[src/rtl/cfgport_pkg.sv]
package cfgport_pkg;

  localparam int WORD_W = 32;
  localparam int BYTE_W = 8;
  localparam int STUFF_BYTES = 3;

  localparam logic [BYTE_W-1:0] OP_READ_ID   = 8'h07;
  localparam logic [BYTE_W-1:0] OP_READ_STAT = 8'h09;
  localparam logic [BYTE_W-1:0] OP_CLEAR     = 8'h70;
  localparam logic [BYTE_W-1:0] OP_REFRESH   = 8'h71;
  localparam logic [BYTE_W-1:0] OP_WR_ENABLE = 8'h4A;
  localparam logic [BYTE_W-1:0] OP_WR_DISABL = 8'h4F;
  localparam logic [BYTE_W-1:0] OP_WR_INCR   = 8'h41;

  localparam int CLEARED_BIT = 16;
  localparam int DONE_BIT    = 14;

  typedef struct packed {
    logic loadId;
    logic loadStatus;
    logic emit;
  } ctl_strobe_t;

  typedef enum logic [1:0] {
    ST_OPCODE,
    ST_STUFF,
    ST_STREAM,
    ST_IGNORE
  } frame_state_t;

  function automatic logic isKnownOp(input logic [BYTE_W-1:0] op);
    return (op == OP_READ_ID) || (op == OP_READ_STAT) || (op == OP_CLEAR) ||
           (op == OP_REFRESH) || (op == OP_WR_ENABLE) || (op == OP_WR_DISABL) ||
           (op == OP_WR_INCR);
  endfunction

endpackage

[src/rtl/cfgport_sync.sv]
module cfgport_sync #(
  parameter int WIDTH = 1,
  parameter int STAGES = 2,
  parameter logic [WIDTH-1:0] RESET_VALUE = '0
) (
  input  logic             clk,
  input  logic             rstN,
  input  logic [WIDTH-1:0] dIn,
  output logic [WIDTH-1:0] dOut
);

  logic [WIDTH-1:0] stage [STAGES];

  for (genvar g = 0; g < STAGES; g++) begin : g_stage
    if (g == 0) begin : g_first
      always_ff @(posedge clk or negedge rstN) begin
        if (!rstN) stage[g] <= RESET_VALUE;
        else       stage[g] <= dIn;
      end
    end else begin : g_next
      always_ff @(posedge clk or negedge rstN) begin
        if (!rstN) stage[g] <= RESET_VALUE;
        else       stage[g] <= stage[g-1];
      end
    end
  end

  assign dOut = stage[STAGES-1];

endmodule

[src/rtl/cfgport_datapath.sv]
module cfgport_datapath
  import cfgport_pkg::*;
#(
  parameter logic [WORD_W-1:0] DEVICE_ID = 32'hC2088080,
  parameter int SYNC_STAGES = 2
) (
  input  logic              clk,
  input  logic              rstN,
  input  logic              spiCsN,
  input  logic              spiSck,
  input  logic              spiMosi,
  input  ctl_strobe_t       ctl,
  input  logic [WORD_W-1:0] statusWord,
  output logic              spiMiso,
  output logic              frameIdle,
  output logic              byteDone,
  output logic [BYTE_W-1:0] rxByte,
  output logic [BYTE_W-1:0] dataByte,
  output logic              dataValid
);

  localparam int BIT_CNT_W = $clog2(BYTE_W);
  localparam logic [BIT_CNT_W-1:0] LAST_BIT = BIT_CNT_W'(BYTE_W - 1);

  logic csS, sckS, mosiS;
  logic sckPrev;
  logic sckRise, sckFall;
  logic [BIT_CNT_W-1:0] bitCnt;
  logic [BYTE_W-1:0] rxShift;
  logic [WORD_W-1:0] txStage, txReg;
  logic txArmed;

  cfgport_sync #(
    .WIDTH(3),
    .STAGES(SYNC_STAGES),
    .RESET_VALUE(3'b100)
  ) spiSync_i (
    .clk  (clk),
    .rstN (rstN),
    .dIn  ({spiCsN, spiSck, spiMosi}),
    .dOut ({csS, sckS, mosiS})
  );

  assign sckRise   = sckS & ~sckPrev & ~csS;
  assign sckFall   = ~sckS & sckPrev & ~csS;
  assign frameIdle = csS;

  always_ff @(posedge clk or negedge rstN) begin
    if (!rstN) sckPrev <= 1'b0;
    else       sckPrev <= sckS;
  end

  // receive shifter and byte framing
  always_ff @(posedge clk or negedge rstN) begin
    if (!rstN) begin
      bitCnt   <= '0;
      rxShift  <= '0;
      rxByte   <= '0;
      byteDone <= 1'b0;
    end else begin
      byteDone <= 1'b0;
      if (csS) begin
        bitCnt <= '0;
      end else if (sckRise) begin
        bitCnt  <= bitCnt + 1'b1;
        rxShift <= {rxShift[BYTE_W-2:0], mosiS};
        if (bitCnt == LAST_BIT) begin
          rxByte   <= {rxShift[BYTE_W-2:0], mosiS};
          byteDone <= 1'b1;
        end
      end
    end
  end

  // transmit word: staged on command completion, loaded on next falling edge
  always_ff @(posedge clk or negedge rstN) begin
    if (!rstN) begin
      txStage <= '0;
      txReg   <= '0;
      txArmed <= 1'b0;
    end else if (csS) begin
      txReg   <= '0;
      txArmed <= 1'b0;
    end else begin
      if (ctl.loadId) begin
        txStage <= DEVICE_ID;
        txArmed <= 1'b1;
      end else if (ctl.loadStatus) begin
        txStage <= statusWord;
        txArmed <= 1'b1;
      end
      if (sckFall) begin
        if (txArmed) begin
          txReg   <= txStage;
          txArmed <= 1'b0;
        end else begin
          txReg <= {txReg[WORD_W-2:0], 1'b0};
        end
      end
    end
  end

  assign spiMiso = txReg[WORD_W-1];

  always_ff @(posedge clk or negedge rstN) begin
    if (!rstN) begin
      dataByte  <= '0;
      dataValid <= 1'b0;
    end else begin
      dataValid <= ctl.emit;
      if (ctl.emit) dataByte <= rxByte;
    end
  end

  p_miso_quiet_r9: assert property (@(posedge clk) disable iff (!rstN)
    (csS && $past(csS)) |-> !spiMiso);

  p_valid_pulse_r6: assert property (@(posedge clk) disable iff (!rstN)
    dataValid |=> !dataValid);

endmodule

[src/rtl/cfgport_control.sv]
module cfgport_control
  import cfgport_pkg::*;
#(
  parameter int CLEAR_CYCLES = 2000,
  parameter int SYNC_STAGES = 2
) (
  input  logic              clk,
  input  logic              rstN,
  input  logic              frameIdle,
  input  logic              byteDone,
  input  logic [BYTE_W-1:0] rxByte,
  input  logic              cfgDone,
  output ctl_strobe_t       ctl,
  output logic [WORD_W-1:0] statusWord
);

  localparam int CLR_W = $clog2(CLEAR_CYCLES + 1);
  localparam logic [CLR_W-1:0] CLR_LOAD = CLR_W'(CLEAR_CYCLES);
  localparam logic [CLR_W-1:0] CLR_ONE  = CLR_W'(1);
  localparam int IDX_W = $clog2(STUFF_BYTES + 1);
  localparam logic [IDX_W-1:0] IDX_LAST = IDX_W'(STUFF_BYTES);
  localparam logic [IDX_W-1:0] IDX_ONE  = IDX_W'(1);

  frame_state_t state;
  logic [BYTE_W-1:0] opcode;
  logic [IDX_W-1:0] byteIdx;
  logic [CLR_W-1:0] clearCnt;
  logic writeEn, cleared, doneFlag;
  logic cfgS, cfgPrev, cfgRise;
  logic finishCmd, doClear, doRefresh, doWen, doWdis, openStream;

  cfgport_sync #(
    .WIDTH(1),
    .STAGES(SYNC_STAGES),
    .RESET_VALUE(1'b0)
  ) doneSync_i (
    .clk  (clk),
    .rstN (rstN),
    .dIn  (cfgDone),
    .dOut (cfgS)
  );

  assign cfgRise = cfgS & ~cfgPrev;

  always_comb begin
    finishCmd      = byteDone && !frameIdle && (state == ST_STUFF) && (byteIdx == IDX_LAST);
    doClear        = finishCmd && (opcode == OP_CLEAR) && writeEn;
    doRefresh      = finishCmd && (opcode == OP_REFRESH);
    doWen          = finishCmd && (opcode == OP_WR_ENABLE);
    doWdis         = finishCmd && (opcode == OP_WR_DISABL);
    openStream     = finishCmd && (opcode == OP_WR_INCR) && writeEn;
    ctl.loadId     = finishCmd && (opcode == OP_READ_ID);
    ctl.loadStatus = finishCmd && (opcode == OP_READ_STAT);
    ctl.emit       = byteDone && !frameIdle && (state == ST_STREAM);
  end

  // frame decoder
  always_ff @(posedge clk or negedge rstN) begin
    if (!rstN) begin
      state   <= ST_OPCODE;
      opcode  <= '0;
      byteIdx <= '0;
    end else if (frameIdle) begin
      state   <= ST_OPCODE;
      byteIdx <= '0;
    end else if (byteDone) begin
      unique case (state)
        ST_OPCODE: begin
          opcode  <= rxByte;
          byteIdx <= IDX_ONE;
          state   <= isKnownOp(rxByte) ? ST_STUFF : ST_IGNORE;
        end
        ST_STUFF: begin
          if (byteIdx == IDX_LAST) state <= openStream ? ST_STREAM : ST_IGNORE;
          else                     byteIdx <= byteIdx + IDX_ONE;
        end
        ST_STREAM: state <= ST_STREAM;
        ST_IGNORE: state <= ST_IGNORE;
        default:   state <= ST_IGNORE;
      endcase
    end
  end

  // device state flags
  always_ff @(posedge clk or negedge rstN) begin
    if (!rstN) begin
      writeEn  <= 1'b0;
      clearCnt <= '0;
      cleared  <= 1'b0;
      doneFlag <= 1'b0;
      cfgPrev  <= 1'b0;
    end else begin
      cfgPrev <= cfgS;
      if (doWen)       writeEn <= 1'b1;
      else if (doWdis) writeEn <= 1'b0;

      if (doClear)               clearCnt <= CLR_LOAD;
      else if (clearCnt != '0)   clearCnt <= clearCnt - CLR_ONE;

      if (doClear || doRefresh || ctl.emit) cleared <= 1'b0;
      else if (clearCnt == CLR_ONE)         cleared <= 1'b1;

      if (doClear || doRefresh) doneFlag <= 1'b0;
      else if (cfgRise)         doneFlag <= 1'b1;
    end
  end

  always_comb begin
    statusWord              = '0;
    statusWord[CLEARED_BIT] = cleared;
    statusWord[DONE_BIT]    = doneFlag;
  end

  p_cleared_wait_r3: assert property (@(posedge clk) disable iff (!rstN)
    (clearCnt != '0) |-> !cleared);

  p_strobe_onehot_r1: assert property (@(posedge clk) disable iff (!rstN)
    $onehot0({ctl.loadId, ctl.loadStatus, ctl.emit}));

  p_stream_needs_wen_r7: assert property (@(posedge clk) disable iff (!rstN)
    ctl.emit |-> writeEn);

  p_done_rise_r8: assert property (@(posedge clk) disable iff (!rstN)
    (cfgRise && !doClear && !doRefresh) |=> doneFlag);

  p_refresh_drops_r4: assert property (@(posedge clk) disable iff (!rstN)
    doRefresh |=> (!cleared && !doneFlag));

endmodule

[src/rtl/spi_cfg_port.sv]
module spi_cfg_port
  import cfgport_pkg::*;
#(
  parameter logic [31:0] DEVICE_ID = 32'hC2088080,
  parameter int CLEAR_CYCLES = 2000,
  parameter int SYNC_STAGES = 2
) (
  input  logic       clk,
  input  logic       rstN,
  input  logic       spiCsN,
  input  logic       spiSck,
  input  logic       spiMosi,
  output logic       spiMiso,
  input  logic       cfgDone,
  output logic [7:0] dataByte,
  output logic       dataValid
);

  ctl_strobe_t ctl;
  logic [WORD_W-1:0] statusWord;
  logic frameIdle, byteDone;
  logic [BYTE_W-1:0] rxByte;

  cfgport_datapath #(
    .DEVICE_ID(DEVICE_ID),
    .SYNC_STAGES(SYNC_STAGES)
  ) datapath_i (
    .clk        (clk),
    .rstN       (rstN),
    .spiCsN     (spiCsN),
    .spiSck     (spiSck),
    .spiMosi    (spiMosi),
    .ctl        (ctl),
    .statusWord (statusWord),
    .spiMiso    (spiMiso),
    .frameIdle  (frameIdle),
    .byteDone   (byteDone),
    .rxByte     (rxByte),
    .dataByte   (dataByte),
    .dataValid  (dataValid)
  );

  cfgport_control #(
    .CLEAR_CYCLES(CLEAR_CYCLES),
    .SYNC_STAGES(SYNC_STAGES)
  ) control_i (
    .clk        (clk),
    .rstN       (rstN),
    .frameIdle  (frameIdle),
    .byteDone   (byteDone),
    .rxByte     (rxByte),
    .cfgDone    (cfgDone),
    .ctl        (ctl),
    .statusWord (statusWord)
  );

endmodule

[config.mk]
export PLATFORM = sky130hd
export DESIGN_NAME = spi_cfg_port
export DESIGN_NICKNAME = d
export VERILOG_FILES = /design/src/rtl/cfgport_pkg.sv /design/src/rtl/cfgport_sync.sv /design/src/rtl/cfgport_datapath.sv /design/src/rtl/cfgport_control.sv /design/src/rtl/spi_cfg_port.sv
export SDC_FILE = /design/constraint.sdc
export NUM_CORES = 1
export LEC_CHECK = 0
export ABC_AREA = 1
export BUFFER_PORTS_ARGS = -buffer_cell sky130_fd_sc_hd__buf_2
export CORE_UTILIZATION = 40
export DETAILED_ROUTE_END_ITERATION = 12
export GPL_ROUTABILITY_DRIVEN = 0
export SYNTH_ARGS = -nofsm -noshare
export SYNTH_HDL_FRONTEND = slang
export SYNTH_HIERARCHICAL = 1
export SYNTH_SLANG_ARGS = --single-unit
[constraint.sdc]
create_clock -name clk -period 4.05 [get_ports clk]
set_clock_uncertainty 0.2 [all_clocks]
set_input_delay 0.81 -clock clk [delete_from_list [all_inputs] [get_ports clk]]
set_output_delay 0.81 -clock clk [all_outputs]
set_load 0.05 [all_outputs]
==> run metrics, run 1 <==
CP max stage cell clkinv_1; P_int 0.002265 W; CORE AREA 15200 µm²; unrepaired setup endpoints after global routing no; first-pass GRT wire length 19.75 mm; Post-Route WL 10.91 mm; reg2reg start control_i/state[1]$_DFFE_PN0P_; number of remaining DRC errors 0; Final #Nets 781; Synth Flop Type dfrtp_1; final core utilization 45.22%; P&R area growth vs syn 10.65%; WL/cell 11.25 µm; pin slew with the least headroom to its limit 1.032 ns; CP Class reg2reg; Max Cap Violations 0; CTS resizes 0; Synth Area in Compound Gates 5.619%; slowest stage delay, CP 0.89 ns; adder-cell share of the synthesized area 1.208%; commonest non-fill, non-tap cell in the layout nand2_1; DRT antenna net count 0; GR Layer Usage met2 23.50%; Via density 4.500; fmax 320.7 MHz; setup TNS 0 ns; xor and xnor area share after synthesis 0.2820%; most frequent cells in the layout nand2_1, dfrtp_1, inv_1; Rel. slew slack 31.14%; post-synth cell types 37; Gate power share 2.7%; Max FO, Critical Path 26; antenna violations before repair 0; asr flop ratio synth 100.0%; hold endpoint datapath_i/spiSync_i/dOut[1]$_DFF_PN0_; Reg power frac 45.3%; Iteration-0 DRC Markers 297; layout cells sized above 1 11.00%; IO buf count 15; IO Count 16; Initial Utilization 40.86%; Worst Path Arrival 3.20 ns; EDFF count, synth 0; hold buffer count at CTS 0; drt first pass iters 4; crit path cell chain nor2_4 -> nand3_4 -> nor2_8 -> inv_2 -> nor4_2 -> clkinv_1 -> nand2_1 -> o21ai_0; Setup crit end kind flop; Switch Pwr 0.0006683 W; placed inst area 6280 µm²; Final HPWL DP 6.838 mm; Clock Tree Root clkbuf_16; Skew-Pair Late Insertion Delay 0.42 ns; M3 GR Usage 4.724%; final number of hold-violating endpoints 0; r2r endpoint datapath_i/txStage[14]$_DFFE_PN0P_; Startpoint Class flop; Mapped Cells 763; min-delay worst type reg2reg; Clock H-tree levels 4; simple-gate portion of the synthesized area 29.51%; Reg2Reg Setup Slack 0.93 ns; clock sink count 129; Fin Hold WS 0.1473 ns; Final Cycle Share 77.00%; largest net degree at the start of global routing 87; hold path start datapath_i/spiSync_i/stage[4]$_DFF_PN0_; register area share after synthesis 52.00%; Tot GR Track Use 15.64%; n_diodes 0; Hold Crit Depth 0; mux cell area share after synthesis 1.450%; Tot Pwr 0.002933 W; number of synthesis warnings 6; number of CTS-inserted buffers 17; Die Ht 126.6 µm; clock network power share 52.0%; Die ar. 16030 µm²; post-CTS setup buffer count 0; grt ovf 0; synthesized flop and latch total 129; std cell rows 45; power density over cell area 426.7 nW/µm²; total number of vias 4365; Crit path required time 4.13 ns; peak supply drop 0.2869 mV; largest buffer count on any clock path 2; Post-Syn Area per Cell 8.142 µm²; switch share 22.78%; Mapped Area 6212 µm²; Final Max Slew Viols 0; CTS tree done; fill count 1489; leakage 3.795 nW; crit path time final 3.119 ns; status complete, no violations; post-route design area 6874 µm²; Worst-path clk slew 0.06 ns; met1 usage 21.37%; vias in the first global route 4154; GRT busiest layer met2; Chip Width 126.6 µm; largest family of logic cells by synthesized area simple AND/OR/NAND/NOR gates; final setup fails 0; worst reg2reg path depth 8
==> cell type report <==
type,count,area (µm²),area share [%]
sequential,129,3231,47.00
timing repair buffer,19,123.9,1.802
tap,188,235.2,3.422
clock buffer,19,442.9,6.443
multi-input combinational,547,2484,36.13
inverter,55,206.4,3.003
clock inverter,13,151.4,2.202
==> stage by stage <==
step           setup slack (ns)  std cells
6_report                 0.9315        970
5_1_grt                  0.5012        970
3_3_place_gp             0.9585        938
3_5_place_dp             0.8690        938
2_1_floorplan             2.089        792
4_1_cts                  0.8507        970
==> cells by family after synthesis <==
group | after synthesis
adder cells (fa/ha/maj) | 6
flip-flops | 129
AND/OR/NAND/NOR | 437
AO/OA/AOI/OAI | 64
buffers and inverters | 116
other | 1
XOR/XNOR | 2
multiplexers | 8
==> power groups by stage <==
stage	Combinational [W]	Clock [W]	Sequential, W
after floorplan	0.0000662	0	0.00135
after global placement	0.0000821	0	0.00135
after detailed placement	0.0000821	0	0.00135
after CTS	0.0000827	0.00157	0.00133
after global routing	0.0000954	0.00162	0.00133
final	0.0000794	0.00153	0.00133
==> worst max-delay path by stage <==
stage,startpoint,endpoint,slack (ns)
floorplan,datapath_i/spiSync_i/dOut[2]$_DFF_PN1_,datapath_i/txStage[19]$_DFFE_PN0P_,2.09
global placement,control_i/state[1]$_DFFE_PN0P_,datapath_i/txStage[14]$_DFFE_PN0P_,0.96
detailed placement,control_i/state[1]$_DFFE_PN0P_,datapath_i/txStage[14]$_DFFE_PN0P_,0.87
CTS,control_i/state[1]$_DFFE_PN0P_,datapath_i/txStage[14]$_DFFE_PN0P_,0.85
global route,control_i/state[1]$_DFFE_PN0P_,datapath_i/txStage[14]$_DFFE_PN0P_,0.50
finish,control_i/state[1]$_DFFE_PN0P_,datapath_i/txStage[14]$_DFFE_PN0P_,0.93
==> critical path, delay by kind of cell (launching register included) <==
family | cells | cell delay [ns]
buffers and inverters | 2 | 0.95
AND/OR/NAND/NOR | 5 | 1.29
flip-flops | 1 | 0.44
AO/OA/AOI/OAI | 1 | 0.11
==> flip-flops by register name, indices dropped and copies added (netlist names), 2 cells and up <==
name	cells
datapath_i/rxByte	8
control_i/byteIdx	2
datapath_i/bitCnt	3
datapath_i/rxShift	7
datapath_i/spiSync_i/dOut	3
datapath_i/txStage	32
datapath_i/txReg	32
datapath_i/spiSync_i/stage	3
control_i/opcode	8
control_i/state	2
datapath_i/dataByte	8
control_i/clearCnt	11
==> layer usage <==
layer / up-vias / share of wire, %
li1: 2340 / -
met1: 1976 / 51
met2: 41 / 44
met3: 8 / 3.6
met4: 0 / 0.78
met5: - / 0
==> cells in the mapped netlist (7+ instances only) <==
cell type	instances	area share, %
dfrtp_1	127	51
o21ai_1	7	0.56
nor2_1	38	2.3
o21ai_0	46	3.7
buf_4	39	4.7
inv_1	48	2.9
nand2_1	342	21
nand4_1	19	1.9
nand3_1	14	1.1
mux2_2	8	1.5
buf_2	19	1.5
(Power assumes the default switching activity.)
==> inputs of run 2 (changes only) <==
==> constraint.sdc (replaced) <==
create_clock -name clk -period 3.07 [get_ports clk]
set_clock_uncertainty 0.2 [all_clocks]
set_input_delay 0.614 -clock clk [delete_from_list [all_inputs] [get_ports clk]]
set_output_delay 0.614 -clock clk [all_outputs]
set_load 0.05 [all_outputs]
==> run metrics, run 2 (synthesis results as in run 1) <==
status complete, no violations; hold endpoint datapath_i/spiSync_i/stage[5]$_DFF_PN1_; Clock Tree Root clkbuf_16; IO buf count 15 (unchanged); Final Max Slew Viols 0 (unchanged); CORE AREA 15200 µm² (unchanged); Hold Crit Depth 1 (+1); most frequent cells in the layout nand2_1, dfrtp_1, inv_1; grt ovf 0 (unchanged); layout cells sized above 1 11.45% (+0.45 points); Tot Pwr 0.003806 W (+30%); Rel. slew slack 31.89% (+0.75 points); Die Ht 126.6 µm (unchanged); Worst Path Arrival 2.42 ns (-0.78 ns); setup TNS 0 ns (unchanged); total number of vias 4438 (+1.7%); first-pass GRT wire length 19.93 mm (+0.88%); Max Cap Violations 0 (unchanged); Chip Width 126.6 µm (unchanged); Tot GR Track Use 15.88% (+0.24 points); crit path time final 2.341 ns (-0.7776 ns); number of CTS-inserted buffers 17 (unchanged); CTS tree done; Iteration-0 DRC Markers 259 (-13%); biggest regs datapath_i/txReg (32), datapath_i/txStage (32), control_i/clearCnt (11); number of remaining DRC errors 0 (unchanged); CP Class reg2reg; slack of the critical path 0.7290 ns (-0.2024 ns); post-CTS setup buffer count 0 (unchanged); peak supply drop 0.3195 mV (+11%); Die ar. 16030 µm² (unchanged); vias in the first global route 4164 (+0.24%); pin slew with the least headroom to its limit 1.020 ns (-0.01129 ns); reg2reg start datapath_i/spiSync_i/dOut[2]$_DFF_PN1_; clock sink count 129 (unchanged); CTS resizes 0 (unchanged); Via density 4.556 (+1.3%); Crit path required time 3.15 ns (-0.98 ns); min-delay worst type in2reg; P&R area growth vs syn 10.90%; Setup crit end kind flop; Final Cycle Share 76.25% (-0.75 points); Skew-Pair Late Insertion Delay 0.42 ns (about the same); Worst Setup SP datapath_i/spiSync_i/dOut[2]$_DFF_PN1_; Fin Hold WS 0.09194 ns (-0.05531 ns); largest buffer count on any clock path 2 (unchanged); Worst-path clk slew 0.06 ns (about the same); hold buffer count at CTS 1 (+1); leakage 3.798 nW (about the same); drt first pass iters 4 (unchanged); Final #Nets 785 (+0.51%); Max FO, Critical Path 64 (+150%); Reg2Reg Setup Slack 0.73 ns (-0.20 ns); Final HPWL DP 7.000 mm (+2.4%); r2r endpoint datapath_i/txStage[30]$_DFFE_PN0P_; final number of hold-violating endpoints 0 (unchanged); Clock H-tree levels 4 (unchanged); antenna violations before repair 0 (unchanged); n_diodes 0 (unchanged); Post-Route WL 11.17 mm (+2.3%); largest net degree at the start of global routing 65 (-25%); worst reg2reg path depth 9 (+1); WL/cell 11.47 µm (+1.9%); unrepaired setup endpoints after global routing no; final setup fails 0 (unchanged); Initial Utilization 40.86% (unchanged); fmax 427.2 MHz (+33%); hold path start spiCsN; power density over cell area 552.4 nW/µm² (+29%); std cell rows 45 (unchanged); commonest non-fill, non-tap cell in the layout nand2_1; Startpoint Class flop; DRT antenna net count 0 (unchanged); IO Count 16 (unchanged); worst slack, placed 0.7135 ns (-0.1555 ns)
==> run 2: layout make-up <==
class,count,area (µm²)
clock buffer,17,425.4
clock inverter,15,151.4
fill,1500,8313
inverter,55,206.4
multi-input combinational,547,2484
sequential,129,3231
tap,188,235.2
timing repair buffer,23,156.4
==> run 2: how the worst max path moves through the flow <==
| stage | to | slack, ns | depth (start not counted) |
|---|---|---|---|
| 2_1_floorplan | datapath_i/txStage[19]$_DFFE_PN0P_ | 1.11 | 10 |
| 3_3_place_gp | datapath_i/txStage[15]$_DFFE_PN0P_ | 0.81 | 9 |
| 3_5_place_dp | datapath_i/txStage[30]$_DFFE_PN0P_ | 0.71 | 9 |
| 4_1_cts | datapath_i/txStage[30]$_DFFE_PN0P_ | 0.70 | 9 |
| 5_1_grt | datapath_i/txStage[30]$_DFFE_PN0P_ | 0.50 | 9 |
| 6_report | datapath_i/txStage[30]$_DFFE_PN0P_ | 0.73 | 9 |
==> run 2: metal layers <==
metal / routed length (µm) / track usage (%) / part of all wire (%) / up-vias
met5: 0 / 0 / 0 / -
met4: 180 / 7.654 / 1.6 / 0
met3: 283 / 4.175 / 2.5 / 14
met2: 5048 / 24.15 / 45 / 40
met1: 5654 / 21.15 / 51 / 2036
li1: - / - / - / 2348
==> run 2: report_power, final <==
part | leakage [nW] | total (W) | internal (W) | switching [W]
Clock | 0.273 | 0.00195 | 0.00114 | 0.000811
Combinational | 1.92 | 0.000107 | 0.0000274 | 0.0000793
Sequential | 1.61 | 0.00175 | 0.00173 | 0.0000217
==> run 2: per-stage QoR <==
step / cells / cell area, µm² / utilization [%]
after floorplan: 792 / 6321 / -
after global placement: 941 / 6302 / 41.46
after detailed placement: 941 / 6302 / 41.46
after CTS: 974 / 6889 / 45.32
after global routing: 974 / 6889 / 45.32
final: 974 / 6889 / 45.32
==> run 2: critical path: stages, from the launching register on <==
cell and delay, ns:
dfstp_2 0.62, inv_1 0.13, nand3_4 0.13, nor2_8 0.06
inv_2 0.08, nor4_2 0.04, buf_4 0.17, o21ai_4 0.13
buf_4 0.47, o21ai_0 0.17
